### config.mk
export PLATFORM = sky130hd
export DESIGN_NAME = mlcd_line_tx
export DESIGN_NICKNAME = d
export VERILOG_FILES = /design/src/rtl/mlcd_pkg.sv /design/src/rtl/mlcd_clkdiv.sv /design/src/rtl/mlcd_timer.sv /design/src/rtl/mlcd_bitsel.sv /design/src/rtl/mlcd_line_tx.sv
export SDC_FILE = /design/constraint.sdc
export NUM_CORES = 1
export LEC_CHECK = 0
export BUFFER_PORTS_ARGS = -buffer_cell sky130_fd_sc_hd__buf_2
export CORE_MARGIN = 3
export CORE_UTILIZATION = 50
export DETAILED_ROUTE_END_ITERATION = 12
export PLACE_DENSITY = 0.74
export SYNTH_ARGS = -nofsm -noshare
export SYNTH_HDL_FRONTEND = slang
export SYNTH_SLANG_ARGS = --single-unit
### constraint.sdc
create_clock -name clk -period 3.1 [get_ports clk]
set_input_delay 0.62 -clock clk [delete_from_list [all_inputs] [get_ports clk]]
set_output_delay 0.62 -clock clk [all_outputs]
set_load 0.01 [all_outputs]
### src/rtl/mlcd_pkg.sv
`timescale 1ns/1ps
package mlcd_pkg;

   // Frame-level sequencing states of the line writer.
   typedef enum logic [2:0] {
      ST_IDLE  = 3'd0,
      ST_SETUP = 3'd1,
      ST_SHIFT = 3'd2,
      ST_HOLD  = 3'd3,
      ST_GAP   = 3'd4
   } mlcd_state_e;

   // The mode field is three bits by panel definition: write, inversion, clear.
   localparam int MODE_BITS = 3;

   function automatic int max3(input int a, input int b, input int c);
      int m;
      m = (a > b) ? a : b;
      return (m > c) ? m : c;
   endfunction

endpackage

### src/rtl/mlcd_clkdiv.sv
`timescale 1ns/1ps
module mlcd_clkdiv #(
   parameter int HALF_DIV = 2
) (
   input  logic clk,
   input  logic rst_n,
   input  logic run_i,
   output logic tick_o
);

   generate
      if (HALF_DIV < 1) begin : g_bad_div
         $error("mlcd_clkdiv: HALF_DIV must be at least 1");
      end

      if (HALF_DIV == 1) begin : g_div_one
         // Every system clock closes a half period.
         assign tick_o = run_i;
      end else begin : g_div_cnt
         localparam int CW = $clog2(HALF_DIV);
         localparam logic [CW-1:0] CNT_LAST = CW'(HALF_DIV - 1);
         logic [CW-1:0] cnt_q;

         always_ff @(posedge clk or negedge rst_n) begin
            if (!rst_n) begin
               cnt_q <= '0;
            end else if (!run_i || cnt_q == CNT_LAST) begin
               cnt_q <= '0;
            end else begin
               cnt_q <= cnt_q + 1'b1;
            end
         end

         assign tick_o = run_i && (cnt_q == CNT_LAST);

         // half-period ends are never back to back when the divider exceeds one
         p_tick_spaced_r4: assert property (@(posedge clk) disable iff (!rst_n)
            tick_o |=> !tick_o)
            else $error("p_tick_spaced_r4 violated");
      end
   endgenerate

endmodule

### src/rtl/mlcd_timer.sv
`timescale 1ns/1ps
module mlcd_timer #(
   parameter int W = 3
) (
   input  logic         clk,
   input  logic         rst_n,
   input  logic         clr_i,
   output logic [W-1:0] cnt_o
);

   generate
      if (W < 1) begin : g_bad_w
         $error("mlcd_timer: W must be at least 1");
      end
   endgenerate

   // Saturating up-counter; the sequencer clears it on every phase change.
   always_ff @(posedge clk or negedge rst_n) begin
      if (!rst_n) begin
         cnt_o <= '0;
      end else if (clr_i) begin
         cnt_o <= '0;
      end else if (cnt_o != {W{1'b1}}) begin
         cnt_o <= cnt_o + 1'b1;
      end
   end

endmodule

### src/rtl/mlcd_bitsel.sv
`timescale 1ns/1ps
module mlcd_bitsel
   import mlcd_pkg::*;
#(
   parameter int PAD_N  = 5,
   parameter int ADDR_W = 8,
   parameter int PIX_N  = 144,
   parameter int TAIL_N = 16,
   localparam int TOTAL = MODE_BITS + PAD_N + ADDR_W + PIX_N + TAIL_N,
   localparam int IW    = $clog2(TOTAL)
) (
   input  logic [IW-1:0]     idx_i,
   input  logic              vcom_i,
   input  logic [ADDR_W-1:0] addr_i,
   input  logic [PIX_N-1:0]  pix_i,
   output logic              bit_o
);

   generate
      if (PAD_N < 1 || TAIL_N < 1 || ADDR_W < 1 || PIX_N < 1) begin : g_bad_fields
         $error("mlcd_bitsel: every field length must be at least 1");
      end
   endgenerate

   // Whole frame laid out with bit 0 transmitted first. The mode field is
   // write=1, inversion=vcom, clear=0; padding and tail are driven low.
   logic [TOTAL-1:0] frame;

   assign frame = { {TAIL_N{1'b0}},
                    pix_i,
                    addr_i,
                    {PAD_N{1'b0}},
                    1'b0, vcom_i, 1'b1 };

   assign bit_o = frame[idx_i];

endmodule

### src/rtl/mlcd_line_tx.sv
`timescale 1ns/1ps
module mlcd_line_tx
   import mlcd_pkg::*;
#(
   parameter int HALF_DIV  = 2,
   parameter int SETUP_CYC = 3,
   parameter int HOLD_CYC  = 2,
   parameter int GAP_CYC   = 4,
   parameter int ADDR_W    = 8,
   parameter int PIX_N     = 144,
   parameter int PAD_N     = 5,
   parameter int TAIL_N    = 16
) (
   input  logic              clk,
   input  logic              rst_n,
   input  logic              start_i,
   input  logic [ADDR_W-1:0] line_addr_i,
   input  logic              vcom_i,
   input  logic [PIX_N-1:0]  pix_i,
   output logic              busy_o,
   output logic              done_o,
   output logic              lcd_cs_o,
   output logic              lcd_sck_o,
   output logic              lcd_mosi_o
);

   localparam int TOTAL = MODE_BITS + PAD_N + ADDR_W + PIX_N + TAIL_N;
   localparam int IW    = $clog2(TOTAL);
   localparam int TMAX  = max3(SETUP_CYC, HOLD_CYC, GAP_CYC);
   localparam int TW    = $clog2(TMAX + 1);

   localparam logic [IW-1:0] BIT_LAST  = IW'(TOTAL - 1);
   localparam logic [TW-1:0] LIM_SETUP = TW'(SETUP_CYC - 1);
   localparam logic [TW-1:0] LIM_HOLD  = TW'(HOLD_CYC - 1);
   localparam logic [TW-1:0] LIM_GAP   = TW'(GAP_CYC - 1);

   generate
      if (SETUP_CYC < 1 || HOLD_CYC < 1 || GAP_CYC < 1) begin : g_bad_delays
         $error("mlcd_line_tx: setup, hold and gap counts must be at least 1");
      end
      if (HALF_DIV < 1) begin : g_bad_div
         $error("mlcd_line_tx: HALF_DIV must be at least 1");
      end
   endgenerate

   mlcd_state_e        state_q, state_d;
   logic [IW-1:0]      bit_q;
   logic               ph_q;
   logic               done_q;
   logic [ADDR_W-1:0]  addr_q;
   logic [PIX_N-1:0]   pix_q;
   logic               vcom_q;

   logic               half_tick;
   logic               fall_evt;
   logic               tmr_clr;
   logic [TW-1:0]      tmr_cnt;
   logic [TW-1:0]      tmr_lim;
   logic               tmr_exp;
   logic               sel_bit;

   // ---------------- serial clock divider ----------------
   mlcd_clkdiv #(.HALF_DIV(HALF_DIV)) u_div (
      .clk    (clk),
      .rst_n  (rst_n),
      .run_i  (state_q == ST_SHIFT),
      .tick_o (half_tick)
   );

   // A falling serial edge happens where a high half period closes.
   assign fall_evt = half_tick && ph_q;

   // ---------------- shared phase timer ----------------
   always_comb begin
      unique case (state_q)
         ST_SETUP: tmr_lim = LIM_SETUP;
         ST_HOLD:  tmr_lim = LIM_HOLD;
         default:  tmr_lim = LIM_GAP;
      endcase
   end

   assign tmr_exp = (tmr_cnt == tmr_lim);
   assign tmr_clr = (state_d != state_q) || (state_q == ST_IDLE) || (state_q == ST_SHIFT);

   mlcd_timer #(.W(TW)) u_tmr (
      .clk   (clk),
      .rst_n (rst_n),
      .clr_i (tmr_clr),
      .cnt_o (tmr_cnt)
   );

   // ---------------- sequencer ----------------
   always_comb begin
      state_d = state_q;
      unique case (state_q)
         ST_IDLE:  if (start_i)                          state_d = ST_SETUP;
         ST_SETUP: if (tmr_exp)                          state_d = ST_SHIFT;
         ST_SHIFT: if (fall_evt && bit_q == BIT_LAST)    state_d = ST_HOLD;
         ST_HOLD:  if (tmr_exp)                          state_d = ST_GAP;
         ST_GAP:   if (tmr_exp)                          state_d = ST_IDLE;
         default:                                        state_d = ST_IDLE;
      endcase
   end

   always_ff @(posedge clk or negedge rst_n) begin
      if (!rst_n) begin
         state_q <= ST_IDLE;
         ph_q    <= 1'b0;
         bit_q   <= '0;
         done_q  <= 1'b0;
      end else begin
         state_q <= state_d;
         done_q  <= (state_q == ST_HOLD) && (state_d == ST_GAP);

         if (state_q != ST_SHIFT) begin
            ph_q <= 1'b0;
         end else if (half_tick) begin
            ph_q <= ~ph_q;
         end

         if (state_q == ST_IDLE) begin
            bit_q <= '0;
         end else if (state_q == ST_SHIFT && fall_evt && bit_q != BIT_LAST) begin
            bit_q <= bit_q + 1'b1;
         end
      end
   end

   // Line contents are taken only when a frame is accepted.
   always_ff @(posedge clk or negedge rst_n) begin
      if (!rst_n) begin
         addr_q <= '0;
         pix_q  <= '0;
         vcom_q <= 1'b0;
      end else if (state_q == ST_IDLE && start_i) begin
         addr_q <= line_addr_i;
         pix_q  <= pix_i;
         vcom_q <= vcom_i;
      end
   end

   // ---------------- frame bit selection ----------------
   mlcd_bitsel #(
      .PAD_N  (PAD_N),
      .ADDR_W (ADDR_W),
      .PIX_N  (PIX_N),
      .TAIL_N (TAIL_N)
   ) u_sel (
      .idx_i  (bit_q),
      .vcom_i (vcom_q),
      .addr_i (addr_q),
      .pix_i  (pix_q),
      .bit_o  (sel_bit)
   );

   // ---------------- outputs ----------------
   assign lcd_cs_o   = (state_q == ST_SETUP) || (state_q == ST_SHIFT) || (state_q == ST_HOLD);
   assign lcd_sck_o  = (state_q == ST_SHIFT) && ph_q;
   assign lcd_mosi_o = (state_q == ST_SETUP || state_q == ST_SHIFT) ? sel_bit : 1'b0;
   assign busy_o     = (state_q != ST_IDLE);
   assign done_o     = done_q;

   // ---------------- assertions ----------------
   // the serial clock rests low outside a frame
   p_sck_low_idle_r3: assert property (@(posedge clk) disable iff (!rst_n)
      !lcd_cs_o |-> !lcd_sck_o)
      else $error("p_sck_low_idle_r3 violated");

   // data is already settled when the serial clock rises
   p_mosi_setup_r3: assert property (@(posedge clk) disable iff (!rst_n)
      $rose(lcd_sck_o) |-> $stable(lcd_mosi_o))
      else $error("p_mosi_setup_r3 violated");

   // data holds through the high half period
   p_mosi_hold_r3: assert property (@(posedge clk) disable iff (!rst_n)
      (lcd_sck_o && $past(lcd_sck_o)) |-> $stable(lcd_mosi_o))
      else $error("p_mosi_hold_r3 violated");

   // done marks the return of chip select to low
   p_done_at_release_r7: assert property (@(posedge clk) disable iff (!rst_n)
      $fell(lcd_cs_o) |-> done_o)
      else $error("p_done_at_release_r7 violated");

   // done lasts a single cycle
   p_done_single_r7: assert property (@(posedge clk) disable iff (!rst_n)
      done_o |=> !done_o)
      else $error("p_done_single_r7 violated");

   // chip select high implies busy
   p_busy_covers_cs_r7: assert property (@(posedge clk) disable iff (!rst_n)
      lcd_cs_o |-> busy_o)
      else $error("p_busy_covers_cs_r7 violated");

   // a running frame keeps the line it accepted
   p_capture_frozen_r8: assert property (@(posedge clk) disable iff (!rst_n)
      busy_o |=> ($stable(pix_q) && $stable(addr_q) && $stable(vcom_q)))
      else $error("p_capture_frozen_r8 violated");

endmodule

==> results of run 1 <==
## flip-flops by register name (all words and copies together), names as in the netlist
| register | count |
|---|---|
| u_div.g_div_cnt.cnt_q | 1 |
| addr_q | 8 |
| vcom_q | 1 |
| bit_q | 8 |
| state_q | 3 |
| pix_q | 144 |
| ph_q | 1 |
| done_o | 1 |
| u_tmr.cnt_o | 3 |
## metrics by stage
stage | cell area [um2] | total power, mW | setup TNS, ns | worst slack (ns) | hold slack (ns)
2_1_floorplan | 8000 | 2.26 | 0 | 0.326 | 0.324
3_3_place_gp | 9030 | 2.41 | 0 | 0.129 | 0.475
3_5_place_dp | 9030 | 2.42 | 0 | 0.0899 | 0.480
4_1_cts | 9770 | 4.61 | -0.195 | -0.195 | 0.298
5_1_grt | 9770 | 4.72 | -0.321 | -0.321 | 0.341
6_report | 9770 | 4.57 | -0.251 | -0.251 | 0.263
## synthesized netlist by cell type, types with 2 or more instances
cell type | n | area [um2]
mux4_2 | 16 | 360
nand2_1 | 10 | 37.5
nand2b_1 | 7 | 43.8
buf_8 | 3 | 45.0
o21ai_0 | 4 | 20.0
and3_1 | 3 | 18.8
inv_1 | 2 | 7.51
dfrtp_1 | 170 | 4250
and2_1 | 3 | 18.8
nor2_1 | 19 | 71.3
buf_2 | 21 | 105
nand4_1 | 2 | 12.5
nor3_1 | 5 | 25.0
a21oi_1 | 9 | 45.0
nand3b_1 | 3 | 22.5
a22oi_1 | 5 | 37.5
mux2_2 | 155 | 1750
ha_1 | 3 | 37.5
mux2i_1 | 24 | 240
a22o_1 | 2 | 17.5
buf_6 | 2 | 22.5
a211oi_1 | 3 | 22.5
xor2_1 | 7 | 61.3
nand3_1 | 5 | 25.0
clkbuf_1 | 9 | 33.8
o221ai_1 | 3 | 26.3
nor2b_1 | 6 | 37.5
xnor2_1 | 3 | 26.3
mux4_1 | 15 | 394
## kinds of logic after synthesis
| group | after synthesis | synth area share [%] |
|---|---|---|
| adder cells (fa/ha/maj) | 3 | 0.469 |
| AND/OR/NAND/NOR | 69 | 4.56 |
| multiplexers | 210 | 34.2 |
| XOR/XNOR | 10 | 1.09 |
| flip-flops | 170 | 53.1 |
| AO/OA/AOI/OAI | 38 | 3.47 |
| buffers and inverters | 39 | 3.02 |
## routing by layer
metal  share of wire (%)  routed length [um]  GRT usage (%)
met1                  42                7800           28.2
met2                  51                9440           37.0
met3                 4.7                 861           5.06
met4                 2.1                 391           8.20
met5                   0                   0              0
## cell usage in the layout (no fill, tap or decap), types with 4 or more instances in the layout
cell type | synthesis | routed
a21oi_1 | 9 | 9
a22oi_1 | 5 | 4
buf_12 | 1 | 7
buf_2 | 21 | 159
buf_4 | 1 | 12
clkbuf_16 | 0 | 17
dfrtp_1 | 170 | 168
mux2_2 | 155 | 155
mux2i_1 | 24 | 24
mux4_1 | 15 | 6
mux4_2 | 16 | 25
nand2_1 | 10 | 10
nand2b_1 | 7 | 7
nand3_1 | 5 | 5
nor2_1 | 19 | 19
nor2b_1 | 6 | 6
nor3_1 | 5 | 5
xor2_1 | 7 | 7
## worst max-delay path: stages (launching register included)
cell      delay [ns]
dfrtp_1         0.47
or3b_2          0.52
o221ai_1        0.32
a211oi_2        0.09
o311ai_2        0.26
a21oi_1         0.08
o41ai_2         0.34
buf_2           0.22
## layout make-up
class	instances	area (um2)	share of cell area, %
Clock inverter	9	139	1.42
Clock buffer	22	474	4.85
Multi-Input combinational cell	330	3530	36.2
Sequential cell	170	4260	43.6
Timing Repair Buffer	182	1090	11.2
Inverter	2	7.51	0.0769
Tap cell	211	264	2.70
## path summary, 6_finish.rpt
kind                                                    to  slack [ns]  cells after the start
setup / recovery                                lcd_mosi_o       -0.25                      7
hold / removal                       pix_q[21]$_DFFE_PN0P_        0.26                      1
setup reg to reg                      bit_q[7]$_DFFE_PN0P_        0.77                      9
min in group clk                        vcom_q$_DFFE_PN0P_        0.42                      2
hold reg to reg            u_div.g_div_cnt.cnt_q$_DFF_PN0_        0.49                      1
max in group asynchronous            pix_q[62]$_DFFE_PN0P_        2.08                      2
## timing repair
item,4_1_cts,5_1_grt
endpoints found under the setup margin,1,1
pin swaps,4,1
buffers inserted,9,0
gates cloned,1,0
resized for setup,20,2
## power groups by stage
| stage | clock network (mW) | registers, mW | logic [mW] |
|---|---|---|---|
| floorplan | 0 | 2.26 | 0.00164 |
| finish | 2.19 | 2.22 | 0.153 |
| global route | 2.33 | 2.22 | 0.173 |
| CTS | 2.23 | 2.22 | 0.158 |
| detailed placement | 0 | 2.26 | 0.158 |
| global placement | 0 | 2.26 | 0.154 |
==> metrics.yaml, run 1 <==
coreArea_um2: 15400
post-route-period-util_pct: 108
swShare_pct: 20.6
timing.final.max_slew_violations: 0
vias: 5166
cts_max_level: 4
power_frac_seq_pct: 48.6
cp-end-kind: "primary output"
clk_pin_slew_ns: 0.06
grt_max_degree: 92
num_antenna_cells: 0
yosys_most_used_dff: "dfrtp_1"
wirelength_um: 18500
combPwrFrac_pct: 3.4
ctsLongestPathBuffers: 2
powerDensity_nw_per_um2: 467
hold_viol_final: 0
synth_seq_cells: 170
layout-drive-gt1-share_pct: 56.9
syn-num-nets: 698
power_frac_clock_pct: 48.0
fmax_mhz: 298
leakagePower_nw: 5.06
firstDrtPassIters: 4
antenna_found_initial: 0
worst_slack_ns: -0.251
violations: "negative setup slack"
insertion_delay_ns: 0.43
avgSynthCellArea_um2: 14.8
fp.dieArea_um2: 17600
crit_path_start_kind: "flop"
ios: 161
synth-edff-count: 0
post-dp-hpwl_um: 13000
synthToLayoutAreaGrowth_pct: 22.0
fillCellCount: 1222
grt_pass1_vias: 5718
fin_skew_ns: 0.0114
ir_drop_mv: 0.399
gr-total-overflow: 0
worstMarginPinSlew_ns: 0.846
outcome: "finished, violations left"
min_period_ns: 3.35
cts_root_buf: "clkbuf_16"
maxCapViolCount: 0
switching_power_mw: 0.939
cts_buffers: 17
via_per_inst: 5.58
fin_util_pct: 63.3
synth.distinct_cells: 49
critPathArrivalTime_ns: 2.73
ant_nets: 0
async_flop_share_pct: 100
layoutNonFillerInstCount: 926
rsz0062_at_grt: "true"
required_ns: 2.48
grt_util_all_layers_pct: 22.0
cts_hold_buf: 0
setup_viol_count_final: 1
critPathKind: "flop to primary output"
syn_area_um2: 8000
crit_start: "bit_q[3]$_DFFE_PN0P_"
portBuffers: 160
seq_area_frac_synth_pct: 53.1
clock_sinks: 170
dpl.cell_count: 885
r2r_start: "bit_q[0]$_DFFE_PN0P_"
die_w_um: 133
routedWlPerCell_um: 20.0
gp_congestion: 0.872
grt_pass1_wl_um: 30200
slew_headroom_pct: 43.6
min_path_type: "input port to asynchronous set/reset pin"
nets: 862
critPathMaxFanout: 8
ys.warnings.count: 0
p_int_mw: 3.63
die_h_um: 133
row_count: 45
cts_tree: "done"
syn_inst: 539
initial_core_util_pct: 51.9
drt_iter0_markers: 226
post-route-drc-count: 0
Power figures use the tool's default switching activity.
==> run 2, diff against run 1 <==
--- a/config.mk
+++ b/config.mk
@@ -10,6 +10,7 @@
 export CORE_UTILIZATION = 50
 export DETAILED_ROUTE_END_ITERATION = 12
 export PLACE_DENSITY = 0.74
+export RECOVER_POWER = 25
 export SYNTH_ARGS = -nofsm -noshare
 export SYNTH_HDL_FRONTEND = slang
 export SYNTH_SLANG_ARGS = --single-unit
==> run 2 against run 1 <==
The flow finishes with violations (max-capacitance violations, max-slew violations, negative setup slack). Hold slack improved by 0.16 ns. Setup slack better by 0.014 ns. Sequential cell count did not move. First-iteration DRC count increased by 9.7%. Final cell count stayed put. Non-clock buffer count did not move. Clock power is essentially flat. Design area is essentially flat. Fmax is 0.43% higher. Clock-buffer cell count is the same. Register-to-register slack is essentially flat. Largest power group unchanged.
==> metrics.yaml, run 2 (synthesis gave the netlist of run 1 again) <==
fmax_mhz: 300
hp-start: "line_addr_i[2]"
whs_ns: 0.420
critPathSlowestCell: "or3b_2"
crit_path_max_incr_delay_ns: 0.52
worstMarginPinSlew_ns: 2.28
routedWlPerCell_um: 19.9
insertion_delay_ns: 0.43
initial_core_util_pct: 51.9
grt_util_all_layers_pct: 22.0
antenna_found_initial: 0
clk_pin_slew_ns: 0.07
portBuffers: 160
nets: 862
fp.dieArea_um2: 17600
maxCapViolCount: 1
ir_drop_mv: 0.396
cp-end-kind: "primary output"
powerDensity_nw_per_um2: 468
required_ns: 2.48
critPathArrivalTime_ns: 2.72
hold_viol_final: 0
min_path_type: "input port to flop"
grt_pass1_vias: 5718
power_frac_clock_pct: 48.1
coreArea_um2: 15400
r2r_slack_ns: 0.77
die_h_um: 133
power_frac_seq_pct: 48.6
post-dp-hpwl_um: 13000
num_antenna_cells: 0
crit_path_start_kind: "flop"
worst_slack_ns: -0.237
cts_root_buf: "clkbuf_16"
path_cells: "or3b_2 > o221ai_1 > a211oi_2 > o311ai_2 > a21oi_1 > o41ai_2 > buf_2"
swShare_pct: 20.6
cts_tree: "done"
gp_congestion: 0.872
largest_reg_flops: 144
vias: 5192
ctsLongestPathBuffers: 2
post-route-period-util_pct: 108
critPathMaxFanout: 8
firstDrtPassIters: 5
leakagePower_nw: 5.06
min_period_ns: 3.34
reg_top3: "pix_q x144, addr_q x8, bit_q x8"
p_int_mw: 3.63
crit_start: "bit_q[3]$_DFFE_PN0P_"
pre_cts_ws_ns: 0.0899
ios: 161
combPwrFrac_pct: 3.4
post-route-drc-count: 0
gr-total-overflow: 0
place_area_um2: 9030
synthToLayoutAreaGrowth_pct: 22.0
rsz0062_at_grt: "true"
layout-drive-gt1-share_pct: 56.9
largest-register: "pix_q"
cts_max_level: 4
via_per_inst: 5.61
final_common_cell: "dfrtp_1"
timing.final.max_slew_violations: 90
final_cell_mix: "dfrtp_1 (168), buf_2 (159), mux2_2 (155)"
outcome: "finished, violations left"
design_area_um2: 9760
cts_buffers: 17
drt_iter0_markers: 248
wirelength_um: 18400
ant_nets: 0
grt_max_degree: 92
setup_viol_count_final: 1
grt_pass1_wl_um: 30200
slew_headroom_pct: -52.1
row_count: 45
clock_sinks: 170
die_w_um: 133
violations: "max-capacitance violations, max-slew violations, negative setup slack"
fin_util_pct: 63.3
switching_power_mw: 0.939
r2r_start: "bit_q[0]$_DFFE_PN0P_"
fin_skew_ns: 0.00869
critPathKind: "flop to primary output"
-- run 2: cell type report --
class	instances	area [um2]
Fill cell	1221	5670
Sequential cell	170	4260
Multi-Input combinational cell	330	3530
Timing Repair Buffer	182	1090
Tap cell	211	264
Clock inverter	9	139
Clock buffer	22	474
Inverter	2	7.51
-- run 2: path summary, 6_finish.rpt --
check	endpoint	cells after the start
setup / recovery	lcd_mosi_o	7
hold / removal	addr_q[2]$_DFFE_PN0P_	2
setup reg to reg	bit_q[7]$_DFFE_PN0P_	9
hold reg to reg	u_div.g_div_cnt.cnt_q$_DFF_PN0_	1
max in group asynchronous	bit_q[0]$_DFFE_PN0P_	1
min in group asynchronous	pix_q[21]$_DFFE_PN0P_	1
-- run 2: routing by layer --
layer  up-vias  global-route usage, %  wire, um
met3        33                   5.06       875
li1       2335                      -         -
met1      2682                   28.2      7750
met4         0                   8.20       405
met5         -                      0         0
met2       142                   37.0      9420
-- run 2: metrics by stage --
step           power (mW)  cells  setup TNS, ns
2_1_floorplan        2.26    539              0
3_5_place_dp         2.42    885              0
3_3_place_gp         2.41    885              0
6_report             4.57    926         -0.237
5_1_grt              4.72    926         -0.321
4_1_cts              4.61    926         -0.195
-- run 2: critical path: cells and delay by family, from the launching register on --
| kind | cells | cell delay, ns |
|---|---|---|
| flops | 1 | 0.47 |
| buf+inv | 1 | 0.22 |
| simple gates | 1 | 0.52 |
| compound gates | 5 | 1.07 |
-- run 2: power by group through the flow --
stage | Clock (mW) | Combinational, mW | Sequential [mW]
after CTS | 2.23 | 0.158 | 2.22
after detailed placement | 0 | 0.158 | 2.26
after floorplan | 0 | 0.00164 | 2.26
after global routing | 2.33 | 0.172 | 2.22
after global placement | 0 | 0.154 | 2.26
final | 2.19 | 0.153 | 2.22
-- run 2: what timing repair did --
action	4_1_cts	5_1_grt
endpoints found under the setup margin	1	1
gates cloned	1	0
pin swaps	4	1
gates resized for setup	20	2
setup buffers	9	0
hold buffers	0	0
